### config.mk
export PLATFORM = sky130hd
export DESIGN_NAME = flash_bank_prog
export DESIGN_NICKNAME = d
export VERILOG_FILES = /design/src/rtl/flash_prog_pkg.sv /design/src/rtl/flash_cmd_script.sv /design/src/rtl/flash_bus_port.sv /design/src/rtl/flash_seq.sv /design/src/rtl/flash_bank_prog.sv
export SDC_FILE = /design/constraint.sdc
export NUM_CORES = 1
export LEC_CHECK = 0
export ABC_AREA = 1
export BUFFER_PORTS_ARGS = -buffer_cell sky130_fd_sc_hd__buf_2
export CORE_MARGIN = 10
export CORE_UTILIZATION = 54
export DETAILED_ROUTE_END_ITERATION = 16
export GPL_ROUTABILITY_DRIVEN = 0
export PLACE_DENSITY_LB_ADDON = 0.05
export SYNTH_ARGS = -nofsm -noshare
export SYNTH_HDL_FRONTEND = slang
export SYNTH_SLANG_ARGS = --single-unit
### constraint.sdc
create_clock -name clk -period 2.1 [get_ports clk]
set_clock_uncertainty 0.2 [all_clocks]
set_input_delay 0.315 -clock clk [delete_from_list [all_inputs] [get_ports clk]]
set_output_delay 0.315 -clock clk [all_outputs]
set_load 0.01 [all_outputs]
### src/rtl/flash_prog_pkg.sv
package flash_prog_pkg;

  typedef enum logic [2:0] {
    SQ_IDLE,
    SQ_CMD,
    SQ_POLL_A,
    SQ_POLL_B,
    SQ_FIN,
    SQ_VER,
    SQ_DONE
  } seq_state_t;

  // status-register dialect
  localparam logic [7:0] SD_ERASE_SETUP = 8'h20;
  localparam logic [7:0] SD_ERASE_GO    = 8'hD0;
  localparam logic [7:0] SD_PROG_SETUP  = 8'h40;
  localparam logic [7:0] SD_READ_STAT   = 8'h70;
  localparam logic [7:0] SD_CLR_STAT    = 8'h50;
  localparam logic [7:0] SD_RESET       = 8'hFF;
  localparam int         SD_READY_BIT   = 7;
  localparam logic [7:0] SD_FAULT_MASK  = 8'h38;

  // unlock/toggle dialect
  localparam logic [7:0] UD_KEY1        = 8'hAA;
  localparam logic [7:0] UD_KEY2        = 8'h55;
  localparam logic [7:0] UD_ERASE_ARM   = 8'h80;
  localparam logic [7:0] UD_ERASE_GO    = 8'h30;
  localparam logic [7:0] UD_PROG_ARM    = 8'hA0;
  localparam logic [7:0] UD_RESET       = 8'hF0;
  localparam int         UD_KEY1_OFS    = 'h555;
  localparam int         UD_KEY2_OFS    = 'h2AA;

  localparam logic [7:0] ERASED_BYTE    = 8'hFF;

endpackage

### src/rtl/flash_cmd_script.sv
module flash_cmd_script
  import flash_prog_pkg::*;
#(
  parameter int FADDR_W = 13,
  parameter int BANK_W  = 13
) (
  input  logic               unlock_mode,
  input  logic               prog_mode,
  input  logic               fin_phase,
  input  logic [2:0]         step,
  input  logic [BANK_W-1:0]  idx,
  input  logic [7:0]         src_byte,
  output logic [FADDR_W-1:0] addr,
  output logic [7:0]         data,
  output logic               last
);
  localparam logic [FADDR_W-1:0] K1_A = FADDR_W'(UD_KEY1_OFS);
  localparam logic [FADDR_W-1:0] K2_A = FADDR_W'(UD_KEY2_OFS);

  logic [FADDR_W-1:0] tgt;
  assign tgt = FADDR_W'(idx);

  always_comb begin
    addr = '0;
    data = UD_RESET;
    last = 1'b1;
    if (fin_phase) begin
      if (!unlock_mode) begin
        data = (step == 3'd0) ? SD_CLR_STAT : SD_RESET;
        last = (step != 3'd0);
      end
    end else if (unlock_mode) begin
      if (prog_mode) begin
        case (step)
          3'd0:    begin addr = K1_A; data = UD_KEY1;     last = 1'b0; end
          3'd1:    begin addr = K2_A; data = UD_KEY2;     last = 1'b0; end
          3'd2:    begin addr = K1_A; data = UD_PROG_ARM; last = 1'b0; end
          default: begin addr = tgt;  data = src_byte;    last = 1'b1; end
        endcase
      end else begin
        case (step)
          3'd0:    begin addr = K1_A; data = UD_KEY1;      last = 1'b0; end
          3'd1:    begin addr = K2_A; data = UD_KEY2;      last = 1'b0; end
          3'd2:    begin addr = K1_A; data = UD_ERASE_ARM; last = 1'b0; end
          3'd3:    begin addr = K1_A; data = UD_KEY1;      last = 1'b0; end
          3'd4:    begin addr = K2_A; data = UD_KEY2;      last = 1'b0; end
          default: begin addr = '0;   data = UD_ERASE_GO;  last = 1'b1; end
        endcase
      end
    end else begin
      if (prog_mode) begin
        addr = tgt;
        data = (step == 3'd0) ? SD_PROG_SETUP : src_byte;
        last = (step != 3'd0);
      end else begin
        data = (step == 3'd0) ? SD_ERASE_SETUP : SD_ERASE_GO;
        last = (step != 3'd0);
      end
    end
  end
endmodule

### src/rtl/flash_bus_port.sv
module flash_bus_port #(
  parameter int FADDR_W = 13,
  parameter int ACC_CYC = 4,
  parameter int GAP_CYC = 250
) (
  input  logic               clk,
  input  logic               rst,
  input  logic               req,
  input  logic               req_wr,
  input  logic [FADDR_W-1:0] req_addr,
  input  logic [7:0]         req_wdata,
  output logic               ack,
  output logic [7:0]         rd_byte,
  output logic [FADDR_W-1:0] fl_addr,
  output logic [7:0]         fl_wdata,
  input  logic [7:0]         fl_rdata,
  output logic               fl_we,
  output logic               fl_re
);
  localparam int CNT_TOP = (ACC_CYC > GAP_CYC) ? ACC_CYC : GAP_CYC;
  localparam int CW      = $clog2(CNT_TOP + 1);

  typedef enum logic [1:0] {BP_IDLE, BP_ACC, BP_GAP} bp_state_t;
  bp_state_t       st;
  logic [CW-1:0]   cnt;

  always_ff @(posedge clk) begin
    if (rst) begin
      st       <= BP_IDLE;
      cnt      <= '0;
      ack      <= 1'b0;
      fl_we    <= 1'b0;
      fl_re    <= 1'b0;
      fl_addr  <= '0;
      fl_wdata <= '0;
      rd_byte  <= '0;
    end else begin
      ack <= 1'b0;
      case (st)
        BP_IDLE: if (req) begin
          fl_addr  <= req_addr;
          fl_wdata <= req_wdata;
          fl_we    <= req_wr;
          fl_re    <= !req_wr;
          cnt      <= CW'(ACC_CYC - 1);
          st       <= BP_ACC;
        end
        BP_ACC: if (cnt == '0) begin
          fl_we <= 1'b0;
          fl_re <= 1'b0;
          if (fl_re) rd_byte <= fl_rdata;
          if (GAP_CYC == 0) begin
            ack <= 1'b1;
            st  <= BP_IDLE;
          end else begin
            cnt <= CW'(GAP_CYC - 1);
            st  <= BP_GAP;
          end
        end else begin
          cnt <= cnt - 1'b1;
        end
        BP_GAP: if (cnt == '0) begin
          ack <= 1'b1;
          st  <= BP_IDLE;
        end else begin
          cnt <= cnt - 1'b1;
        end
        default: st <= BP_IDLE;
      endcase
    end
  end

  // strobe-shape checking counters
  logic [31:0] hi_len, lo_len;
  logic        seen_acc;
  always_ff @(posedge clk) begin
    if (rst) begin
      hi_len   <= '0;
      lo_len   <= '0;
      seen_acc <= 1'b0;
    end else if (fl_we || fl_re) begin
      hi_len   <= hi_len + 1;
      lo_len   <= '0;
      seen_acc <= 1'b1;
    end else begin
      hi_len <= '0;
      if (lo_len != 32'hFFFF_FFFF) lo_len <= lo_len + 1;
    end
  end

  assert_strobe_excl_R6: assert property (@(posedge clk) disable iff (rst)
    !(fl_we && fl_re));
  assert_strobe_len_R6: assert property (@(posedge clk) disable iff (rst)
    $fell(fl_we || fl_re) |-> (hi_len == 32'(ACC_CYC)));
  assert_strobe_gap_R6: assert property (@(posedge clk) disable iff (rst)
    ($rose(fl_we || fl_re) && seen_acc) |-> (lo_len >= 32'(GAP_CYC)));
endmodule

### src/rtl/flash_seq.sv
module flash_seq
  import flash_prog_pkg::*;
#(
  parameter int FADDR_W  = 13,
  parameter int BANK_W   = 13,
  parameter int POLL_MAX = 1000000
) (
  input  logic               clk,
  input  logic               rst,
  input  logic               start,
  input  logic               op_program,
  input  logic               dialect_unlock,
  output logic               busy,
  output logic               done,
  output logic               err_timeout,
  output logic               err_status,
  output logic               err_verify,
  output logic [BANK_W-1:0]  src_addr,
  input  logic [7:0]         src_data,
  output logic               scr_unlock,
  output logic               scr_prog,
  output logic               scr_fin,
  output logic [2:0]         scr_step,
  input  logic [FADDR_W-1:0] scr_addr,
  input  logic [7:0]         scr_data,
  input  logic               scr_last,
  output logic               req,
  output logic               req_wr,
  output logic [FADDR_W-1:0] req_addr,
  output logic [7:0]         req_wdata,
  input  logic               ack,
  input  logic [7:0]         rd_byte
);
  localparam int               PW       = $clog2(POLL_MAX + 1);
  localparam logic [BANK_W-1:0] IDX_LAST = '1;

  seq_state_t        st;
  logic              pend;
  logic [BANK_W-1:0] idx;
  logic [2:0]        step;
  logic [PW-1:0]     pcnt;
  logic [7:0]        prev;
  logic              mode_u, mode_p;
  logic              poll_ok;
  logic [7:0]        ver_exp;

  assign src_addr   = idx;
  assign scr_unlock = mode_u;
  assign scr_prog   = mode_p;
  assign scr_fin    = (st == SQ_FIN);
  assign scr_step   = step;

  always_comb begin
    poll_ok = mode_u ? (rd_byte == prev) : rd_byte[SD_READY_BIT];
    ver_exp = mode_p ? src_data : ERASED_BYTE;
  end

  always_ff @(posedge clk) begin
    if (rst) begin
      st          <= SQ_IDLE;
      pend        <= 1'b0;
      idx         <= '0;
      step        <= '0;
      pcnt        <= '0;
      prev        <= '0;
      mode_u      <= 1'b0;
      mode_p      <= 1'b0;
      busy        <= 1'b0;
      done        <= 1'b0;
      err_timeout <= 1'b0;
      err_status  <= 1'b0;
      err_verify  <= 1'b0;
      req         <= 1'b0;
      req_wr      <= 1'b0;
      req_addr    <= '0;
      req_wdata   <= '0;
    end else begin
      req  <= 1'b0;
      done <= 1'b0;
      case (st)
        SQ_IDLE: if (start) begin
          mode_u      <= dialect_unlock;
          mode_p      <= op_program;
          idx         <= '0;
          step        <= '0;
          pend        <= 1'b0;
          err_timeout <= 1'b0;
          err_status  <= 1'b0;
          err_verify  <= 1'b0;
          busy        <= 1'b1;
          st          <= SQ_CMD;
        end
        SQ_CMD, SQ_FIN: begin
          if (!pend) begin
            req       <= 1'b1;
            req_wr    <= 1'b1;
            req_addr  <= scr_addr;
            req_wdata <= scr_data;
            pend      <= 1'b1;
          end else if (ack) begin
            pend <= 1'b0;
            if (scr_last) begin
              step <= '0;
              if (st == SQ_CMD) begin
                pcnt <= '0;
                st   <= SQ_POLL_A;
              end else begin
                idx <= '0;
                st  <= SQ_VER;
              end
            end else begin
              step <= step + 3'd1;
            end
          end
        end
        SQ_POLL_A: begin
          if (!pend) begin
            req       <= 1'b1;
            req_wr    <= !mode_u;
            req_addr  <= '0;
            req_wdata <= SD_READ_STAT;
            pend      <= 1'b1;
          end else if (ack) begin
            pend <= 1'b0;
            prev <= rd_byte;
            st   <= SQ_POLL_B;
          end
        end
        SQ_POLL_B: begin
          if (!pend) begin
            req      <= 1'b1;
            req_wr   <= 1'b0;
            req_addr <= '0;
            pend     <= 1'b1;
          end else if (ack) begin
            pend <= 1'b0;
            step <= '0;
            if (poll_ok) begin
              if (!mode_u && |(rd_byte & SD_FAULT_MASK)) err_status <= 1'b1;
              if (mode_p && idx != IDX_LAST) begin
                idx <= idx + 1'b1;
                st  <= SQ_CMD;
              end else begin
                st <= SQ_FIN;
              end
            end else if (pcnt == PW'(POLL_MAX - 1)) begin
              err_timeout <= 1'b1;
              st          <= SQ_FIN;
            end else begin
              pcnt <= pcnt + 1'b1;
              st   <= SQ_POLL_A;
            end
          end
        end
        SQ_VER: begin
          if (!pend) begin
            req      <= 1'b1;
            req_wr   <= 1'b0;
            req_addr <= FADDR_W'(idx);
            pend     <= 1'b1;
          end else if (ack) begin
            pend <= 1'b0;
            if (rd_byte != ver_exp) begin
              err_verify <= 1'b1;
              st         <= SQ_DONE;
            end else if (idx == IDX_LAST) begin
              st <= SQ_DONE;
            end else begin
              idx <= idx + 1'b1;
            end
          end
        end
        SQ_DONE: begin
          done <= 1'b1;
          busy <= 1'b0;
          st   <= SQ_IDLE;
        end
        default: st <= SQ_IDLE;
      endcase
    end
  end

  assert_done_pulse_R10: assert property (@(posedge clk) disable iff (rst)
    done |=> !done);
  assert_done_not_busy_R10: assert property (@(posedge clk) disable iff (rst)
    done |-> !busy);
  assert_no_byte_after_timeout_R7: assert property (@(posedge clk) disable iff (rst)
    (st == SQ_CMD) |-> !err_timeout);
  assert_mismatch_in_verify_R8: assert property (@(posedge clk) disable iff (rst)
    $rose(err_verify) |-> ($past(st) == SQ_VER));
  assert_status_dialect_only_R9: assert property (@(posedge clk) disable iff (rst)
    err_status |-> !mode_u);
endmodule

### src/rtl/flash_bank_prog.sv
module flash_bank_prog #(
  parameter int FADDR_W  = 13,
  parameter int BANK_W   = 13,
  parameter int ACC_CYC  = 4,
  parameter int GAP_CYC  = 250,
  parameter int POLL_MAX = 1000000
) (
  input  logic               clk,
  input  logic               rst,
  input  logic               start,
  input  logic               op_program,
  input  logic               dialect_unlock,
  output logic               busy,
  output logic               done,
  output logic               err_timeout,
  output logic               err_status,
  output logic               err_verify,
  output logic [BANK_W-1:0]  src_addr,
  input  logic [7:0]         src_data,
  output logic [FADDR_W-1:0] fl_addr,
  output logic [7:0]         fl_wdata,
  input  logic [7:0]         fl_rdata,
  output logic               fl_we,
  output logic               fl_re
);
  logic               scr_unlock, scr_prog, scr_fin, scr_last;
  logic [2:0]         scr_step;
  logic [FADDR_W-1:0] scr_addr;
  logic [7:0]         scr_data;
  logic               req, req_wr, ack;
  logic [FADDR_W-1:0] req_addr;
  logic [7:0]         req_wdata, rd_byte;

  flash_seq #(.FADDR_W(FADDR_W), .BANK_W(BANK_W), .POLL_MAX(POLL_MAX)) u_seq (
    .clk(clk), .rst(rst), .start(start), .op_program(op_program),
    .dialect_unlock(dialect_unlock), .busy(busy), .done(done),
    .err_timeout(err_timeout), .err_status(err_status), .err_verify(err_verify),
    .src_addr(src_addr), .src_data(src_data),
    .scr_unlock(scr_unlock), .scr_prog(scr_prog), .scr_fin(scr_fin),
    .scr_step(scr_step), .scr_addr(scr_addr), .scr_data(scr_data),
    .scr_last(scr_last), .req(req), .req_wr(req_wr), .req_addr(req_addr),
    .req_wdata(req_wdata), .ack(ack), .rd_byte(rd_byte)
  );

  flash_cmd_script #(.FADDR_W(FADDR_W), .BANK_W(BANK_W)) u_script (
    .unlock_mode(scr_unlock), .prog_mode(scr_prog), .fin_phase(scr_fin),
    .step(scr_step), .idx(src_addr), .src_byte(src_data),
    .addr(scr_addr), .data(scr_data), .last(scr_last)
  );

  flash_bus_port #(.FADDR_W(FADDR_W), .ACC_CYC(ACC_CYC), .GAP_CYC(GAP_CYC)) u_port (
    .clk(clk), .rst(rst), .req(req), .req_wr(req_wr), .req_addr(req_addr),
    .req_wdata(req_wdata), .ack(ack), .rd_byte(rd_byte),
    .fl_addr(fl_addr), .fl_wdata(fl_wdata), .fl_rdata(fl_rdata),
    .fl_we(fl_we), .fl_re(fl_re)
  );
endmodule

## After elaboration in Yosys (flattened, before gate mapping)

Index checks and enable logic that the tools add are counted.

- Reductions and logical operators: 53
- Eq/ne operators: 48
- Bitwise operators: 2
- Multiplexer cells: 118
- $add $sub $neg: 4

Operators by type and width:

| cell | count |
|---|---|
| $mux W13 | 20 |
| $mux W20 | 8 |
| $mux W8 | 14 |
| $pmux W8 S3 | 3 |
| $mux W3 | 22 |
| $pmux W13 S4 | 1 |
| $pmux W20 S2 | 1 |
| $pmux W13 S3 | 1 |
| $ne A2 B1 Y1 const B | 16 |
| $mux W1 | 31 |
| $ne A2 B2 Y1 const B | 14 |
| $pmux W13 S2 | 1 |
| $pmux W11 S2 | 1 |
| $add A20 B1 Y20 const B | 1 |
| $eq A20 B20 Y1 const B | 1 |
| $reduce_and A3 Y1 | 6 |
| $reduce_and A6 Y1 | 3 |
| $pmux W8 S2 | 1 |
| $reduce_or A2 Y1 | 8 |
| $pmux W3 S5 | 1 |
| $reduce_bool A3 Y1 | 5 |
| $pmux W1 S2 | 7 |
| $reduce_and A14 Y1 | 1 |
| $reduce_bool A2 Y1 | 7 |
| 31 further kinds | 51 |

- Flip-flop bits (word level): 120
- Input port bits: 21
- Word-level logic and storage cells: 250

## Longest topological paths before layout

- Depth in word-level cells: 10
- Depth in mapped cells: 16

## Hierarchy

Synthesis repeated with hierarchy kept, for this count alone.

- Cell total of the unflattened synthesis: 1114
- Area, all modules: 7125.6 um^2

Modules (own cells, without submodules):

| module | area each (um^2) | cells an instance | times used | sequential area each (um^2) |
|---|---|---|---|---|
| flash_seq | 4478.0 | 690 | 1 | 1561.5 |
| flash_bus_port | 1840.5 | 254 | 1 | 840.8 |
| flash_cmd_script | 807.0 | 170 | 1 | 0.0 |

## Least setup slack after synthesis

OpenSTA, ideal clock, no wires.

- Kind: flip-flop to flip-flop
- From: register u_seq.step[0], in the netlist u_seq.scr_step[0]
- To: register u_seq.pcnt[1]
- Path buffers: 1
- Cell stages (with the launch flop): 14
- Library setup time: 128 ps
- Setup slack: -75 ps
- Data required time: 1772 ps
- Arrival: 1848 ps
- Path through: dfxtp_1 inv_1 ha_1 o21ai_0 nand2_1 nand2_1 nand2_1 nand2_2 nand2_1 a21oi_2 buf_2 nand3_1 nand2_1 nor2_1

- Longest elaborated chain between the ends: 8

RTL lines:

| element | line | source |
|---|---|---|
| start, declared | flash_seq.sv:40 | `logic [2:0] step;` |
| start signal, assigned | flash_seq.sv:112 | `step <= step + 3'd1;` |
| $eq A3 B1 Y1, or another cell as far along | flash_cmd_script.sv:34, flash_cmd_script.sv:41 |  |
| $reduce_or A5 Y1 (no line) / $reduce_or A3 Y1 (equally long branches) | -- |  |
| $mux W1 (on tied branches) | flash_cmd_script.sv:41, flash_cmd_script.sv:34 |  |
| $mux W1 | flash_cmd_script.sv:33 | `if (prog_mode) begin` |
| $mux W1 | flash_cmd_script.sv:32 | `end else if (unlock_mode) begin` |
| $mux W1 * | flash_cmd_script.sv:27 | `if (fin_phase) begin` |
| $ne A2 B2 Y1 (no line) * | -- |  |
| $reduce_and A9 Y1 (no line) * | -- |  |
| end signal, assigned | flash_seq.sv:150 | `pcnt <= pcnt + 1'b1;` |
| end, declared | flash_seq.sv:41 | `logic [PW-1:0] pcnt;` |

Every way passes the cells marked *; elsewhere a longest branch is shown, timed or not.
A chain may end at the register's enable or synchronous reset.

## Final worst setup path

- From: register u_seq.step[1], in the netlist u_seq.scr_step[1]
- To: register u_seq.pcnt[7]

Same word-level chain as after synthesis.

==> results by stage <==
Status:
- The flow ran to the end, but the final reports show violations.
- The final reports fail on setup timing.

Pwr:
- The ratio of total power to cell area is 1410 nW/um^2.
- The cell leakage power is 3.76 nW.
- The worst-case IR drop observed on VDD is 0.000944 V.

Layout:
- Counting the fill cells in the layout gives 1,078.
- Compared with the post-synthesis result, the final layout area differs by 29.8%.
- The final net count is 1,227.
- The ratio of cells with drive above 1 in the final layout is 0.209.
- The multi-input logic area is 4000 um^2.
- The antenna diode instance count is 0.
- The area of all sequential standard cells is 2410 um^2.

Routing:
- The detailed router finished its first iteration with 667 violations.
- After detailed routing, the average wire length per cell comes to 14.4 um.
- Once detail routing completed, the nets flagged for antenna violations numbered 0.
- After detailed routing, the number of remaining DRC violations is 0.
- The routed layout has 7,297 vias.
- The average via count per standard cell is 5.30.
- The sum of routed wire length over all layers is 19,900 um.
- The total iterations of the first detailed-routing run is 5.

Critical path:
- The terminus of the critical flop-to-flop path is u_seq.pcnt[7].
- The largest individual stage delay along the critical path comes from the cell sky130_fd_sc_hd__dfxtp_4.
- The critical path goes through buf_6 -> ha_4 -> nand2_1 -> nand2_1 -> nand2_1 -> nand2_1 -> nand2_1 -> nand2_1 -> nand2_2 -> nand2_2 -> a21oi_4 -> nand2_4 -> buf_12 -> nand2_1 -> a21oi_1.
- By instance count, the cell type seen most on the critical path is sky130_fd_sc_hd__nand2_1.
- The worst register-to-register path has a depth of 15.
- Setup slack on the worst reg-to-reg path comes out at -0.01 ns.
- Data on the critical path is required at its endpoint by 2.18 ns.
- The stage delay of the slowest cell on the critical path is 0.36 ns.
- The launching element type of the critical path is a register.
- In this run the critical register-to-register path is launched from u_seq.scr_step[1].
- The largest delay contributor family on the critical path is simple AND/OR/NAND/NOR gates.
- The critical path capture point type is a register.
- The type of the worst setup path is register to register.
- Of all nets on the critical path, the largest fanout is 8.
- Data on the critical path arrives at its endpoint at 2.19 ns.
- The count of buffering cells on the critical path with inverters included is 2.

CTS:
- The clock insertion delay at the later pin of the skew report is 0.42 ns.
- TritonCTS built the clock tree.
- Counting every sink on the clock net gives 120.
- The H-tree level count is 4.
- In this run the deepest clock path goes through 2 buffers.
- The library cell used as clock root buffer is sky130_fd_sc_hd__clkbuf_16.
- Counting the buffers created by CTS gives 17.
- The CTS clock-pin slew for the worst setup and hold paths is 0.05 ns.

Global route:
- The first global-routing pass estimated 32,600 um of wire.
- Across every metal layer, demand over resource in global routing totals 0.221.
- The pin count of the biggest net entering global routing is 75.
- For this run, global-route usage on met1 was measured as 0.295.
- The met2 track demand over resource in global routing is 0.334.
- The number of antenna violations at the first check in global routing was 0.
- The global-route met3 utilization is 0.0579.
- The total congestion overflow is 0.
- The global routing stage identified its most utilized layer as met2.
- The number of global-route vias before repair was 6,725.

STA:
- Dividing the final minimum period by the clock period gives 1.01.
- Setup repair after global routing could not meet its margin everywhere.
- The count of final setup violators is 1.
- The relative slew slack is 0.604.
- The number of hold-slack violations in the final timing report is 0.
- For the pin with the worst max-slew slack, the measured transition is 0.594 ns.
- The worst path in the final design needs a cycle of 2.11 ns, including I/O delays and setup.
- The tightest hold margin is 0.0344 ns.
- The highest achievable clock rate is 474 MHz.
- The total count of max-transition violations in the final report is 0.
- The final worst slack is -0.0111 ns.

Run:
- The count of maximum capacitance violations is 0.

Logic synthesis:
- The synthesized design spends more area on one cell type than any other, namely sky130_fd_sc_hd__dfxtp_1.
- Counting flops with an async set or reset pin after synthesis yields a share of 0.
- Ranked by total cell area, the synthesized netlist is headed by sky130_fd_sc_hd__dfxtp_1 35%, sky130_fd_sc_hd__nand2_1 12%, sky130_fd_sc_hd__nor2_1 9.0%.
- The synthesized design contains 120 register bits.
- The fraction of synthesized cell area taken by the top area cell type is 0.351.
- The synthesized netlist net count is 1,090.
- Synthesis instantiated 40 different standard cells from the library.
- In this run, synthesis inferred 0 flip-flops with an integrated enable.
- The prevailing post-synth register cell is sky130_fd_sc_hd__dfxtp_1.
- The synthesized netlist occupies a cell area of 6840 um^2.
- Of the synthesized area, sequential elements account for 0.351.
- The synthesized instance count is 1,055.
- The count of warnings emitted by yosys is 0.
- The average size of a mapped cell is 6.49 um^2.

Floorplan:
- The initialized floorplan defines 41 standard-cell rows.
- The count of boundary I/O pins is 62.
- The die is 133 um tall.
- The effective utilization at floorplan is 0.547.
- The core region is 12,500 um^2.
- The die covers 17,600 um^2.
- The die is 133 um wide.

Place:
- During placement, the flow inserted port buffers numbering 61.
- OpenSTA, run right after detailed placement, puts the worst setup slack at -0.0227 ns.
- The HPWL after detailed placement is 14,100 um.

Min path:
- The start point of the worst hold path is fl_rdata[3].
- The path category of the worst min-delay check is input port to register.
- The worst hold endpoint is u_port.rd_byte[3].
- The hold-critical path depth is 3.
## synth_stat cells (3+ instances only)
cell type	instances
sky130_fd_sc_hd__xnor2_1	4
sky130_fd_sc_hd__a22oi_1	4
sky130_fd_sc_hd__nor2_4	5
sky130_fd_sc_hd__o21ai_0	85
sky130_fd_sc_hd__xor2_1	17
sky130_fd_sc_hd__inv_1	88
sky130_fd_sc_hd__dfxtp_1	120
sky130_fd_sc_hd__nand2_2	7
sky130_fd_sc_hd__nand4_1	10
sky130_fd_sc_hd__buf_6	4
sky130_fd_sc_hd__nor2_1	164
sky130_fd_sc_hd__or2_2	5
sky130_fd_sc_hd__nand2_1	218
sky130_fd_sc_hd__o21bai_1	3
sky130_fd_sc_hd__a21oi_1	116
sky130_fd_sc_hd__o31ai_1	5
sky130_fd_sc_hd__o22ai_1	8
sky130_fd_sc_hd__inv_2	7
sky130_fd_sc_hd__buf_2	13
sky130_fd_sc_hd__a31oi_1	8
sky130_fd_sc_hd__clkbuf_1	23
sky130_fd_sc_hd__ha_1	14
sky130_fd_sc_hd__nand3_1	80
sky130_fd_sc_hd__buf_4	3
sky130_fd_sc_hd__nor2_2	3
sky130_fd_sc_hd__nor3_1	23
## flip-flops by register name, indices dropped and copies added (netlist names), 2 cells and up
| signal | flops |
|---|---|
| u_seq.req_wdata | 8 |
| u_port.rd_byte | 8 |
| u_seq.scr_step | 3 |
| u_seq.prev | 8 |
| u_port.fl_addr | 13 |
| u_seq.src_addr | 13 |
| u_seq.st | 3 |
| u_port.fl_wdata | 8 |
| u_seq.req_addr | 13 |
| u_seq.pcnt | 20 |
| u_port.cnt | 8 |
| u_port.st | 2 |
## power by group
| group | switching, mW | internal [mW] |
|---|---|---|
| sequential | 0.335 | 2.83 |
| clock | 1.05 | 2.25 |
| combinational | 3.65 | 2.37 |
| total | 5.04 | 7.46 |
## logic make-up (layout without fill, tap and decap cells)
logic type | Yosys count | after routing | share of synthesized area
AOI/OAI and AO/OA | 237 | 237 | 0.185
xor gates and xnor gates | 21 | 21 | 0.0269
adders and majority gates | 14 | 14 | 0.0256
buffers and inverters | 140 | 290 | 0.0852
DFF | 120 | 120 | 0.351
and+or+nand+nor | 523 | 523 | 0.327
## what timing repair did
item,in CTS,in global routing
hold buffers,8,0
endpoints found under the hold margin,8,0
cloned,0,1
buffers inserted,1,1
pin swaps,1,7
endpoints found under the setup margin,9,58
resized for setup,8,50
## metrics by stage
stage | total power, mW | cell area [um^2] | instances | TNS (ns) | util
4_1_cts | 12.1 | 8680 | 1375 | 0 | 0.694
6_report | 12.5 | 8880 | 1377 | -0.0111 | 0.709
2_1_floorplan | 6.76 | 6840 | 1055 | 0 | -
3_5_place_dp | 8.69 | 7910 | 1334 | -0.0405 | 0.632
5_1_grt | 13.4 | 8880 | 1377 | -2.75 | 0.709
3_3_place_gp | 8.63 | 7910 | 1334 | 0 | 0.632
## how the worst max path moves through the flow
stage                 startpoint                 end  slack, ns  cells after the start
3_3_place_gp   u_seq.scr_step[0]   u_seq.src_addr[5]       0.01                     12
6_report       u_seq.scr_step[1]       u_seq.pcnt[7]      -0.01                     15
5_1_grt        u_seq.scr_step[1]       u_seq.pcnt[2]      -0.12                     15
2_1_floorplan  u_seq.scr_step[0]       u_seq.pcnt[1]       0.02                     13
3_5_place_dp   u_seq.scr_step[0]  u_seq.req_wdata[7]      -0.02                     10
4_1_cts              u_seq.st[0]       u_seq.pcnt[7]      0.002                     12
## metal layers
metal  part of all wire  up-vias
met2               0.44      236
met1               0.48     3271
li1                   -     3751
met3              0.061       39
met4              0.022        0
met5                  0        -
## cells in the final DEF, fill, tap and decap left out, types with 3 or more instances in the layout
cell                            netlist  final
sky130_fd_sc_hd__nor2_1             164    160
sky130_fd_sc_hd__o21bai_1             3      3
sky130_fd_sc_hd__dfxtp_1            120    114
sky130_fd_sc_hd__a22oi_1              4      4
sky130_fd_sc_hd__a21oi_1            116    114
sky130_fd_sc_hd__inv_1               88     81
sky130_fd_sc_hd__nand2_4              1      3
sky130_fd_sc_hd__buf_6                4      7
sky130_fd_sc_hd__a31oi_1              8      8
sky130_fd_sc_hd__dfxtp_2              0      4
sky130_fd_sc_hd__nor3_1              23     21
sky130_fd_sc_hd__nand3_1             80     76
sky130_fd_sc_hd__clkbuf_16            0     18
sky130_fd_sc_hd__buf_12               0      7
sky130_fd_sc_hd__nand2_2              7     13
sky130_fd_sc_hd__o22ai_1              8      8
sky130_fd_sc_hd__xor2_1              17     17
sky130_fd_sc_hd__buf_4                3     79
sky130_fd_sc_hd__dlygate4sd3_1        0      8
sky130_fd_sc_hd__ha_4                 0      3
sky130_fd_sc_hd__bufinv_16            0      6
sky130_fd_sc_hd__ha_1                14     10
sky130_fd_sc_hd__inv_2                7     11
sky130_fd_sc_hd__or2_2                5      5
sky130_fd_sc_hd__nand3_2              0      4
sky130_fd_sc_hd__nor2_2               3      6
sky130_fd_sc_hd__clkinvlp_4           0      3
sky130_fd_sc_hd__o31ai_1              5      5
sky130_fd_sc_hd__nand4_1             10     10
sky130_fd_sc_hd__o21ai_0             85     82
sky130_fd_sc_hd__xnor2_1              4      4
sky130_fd_sc_hd__nor2_4               5      6
sky130_fd_sc_hd__buf_2               13     61
sky130_fd_sc_hd__nand2_1            218    210
## cell type report
type / count / area share
Inverter: 95 / 0.0407
Timing Repair Buffer: 163 / 0.138
Multi-Input combinational cell: 795 / 0.450
Clock buffer: 20 / 0.0503
Tap cell: 172 / 0.0242
Sequential cell: 120 / 0.272
Clock inverter: 12 / 0.0249
## worst reg2reg max path: stages, from the launching register on
cell                      delay [ns]
sky130_fd_sc_hd__dfxtp_4        0.36
sky130_fd_sc_hd__buf_6          0.12
sky130_fd_sc_hd__ha_4           0.15
sky130_fd_sc_hd__nand2_1        0.07
sky130_fd_sc_hd__nand2_1        0.06
sky130_fd_sc_hd__nand2_1        0.07
sky130_fd_sc_hd__nand2_1        0.06
sky130_fd_sc_hd__nand2_1        0.06
sky130_fd_sc_hd__nand2_1        0.06
sky130_fd_sc_hd__nand2_2        0.09
sky130_fd_sc_hd__nand2_2        0.08
sky130_fd_sc_hd__a21oi_4        0.19
sky130_fd_sc_hd__nand2_4        0.11
sky130_fd_sc_hd__buf_12         0.16
sky130_fd_sc_hd__nand2_1        0.06
sky130_fd_sc_hd__a21oi_1        0.07
Power figures use the tool's default switching activity.
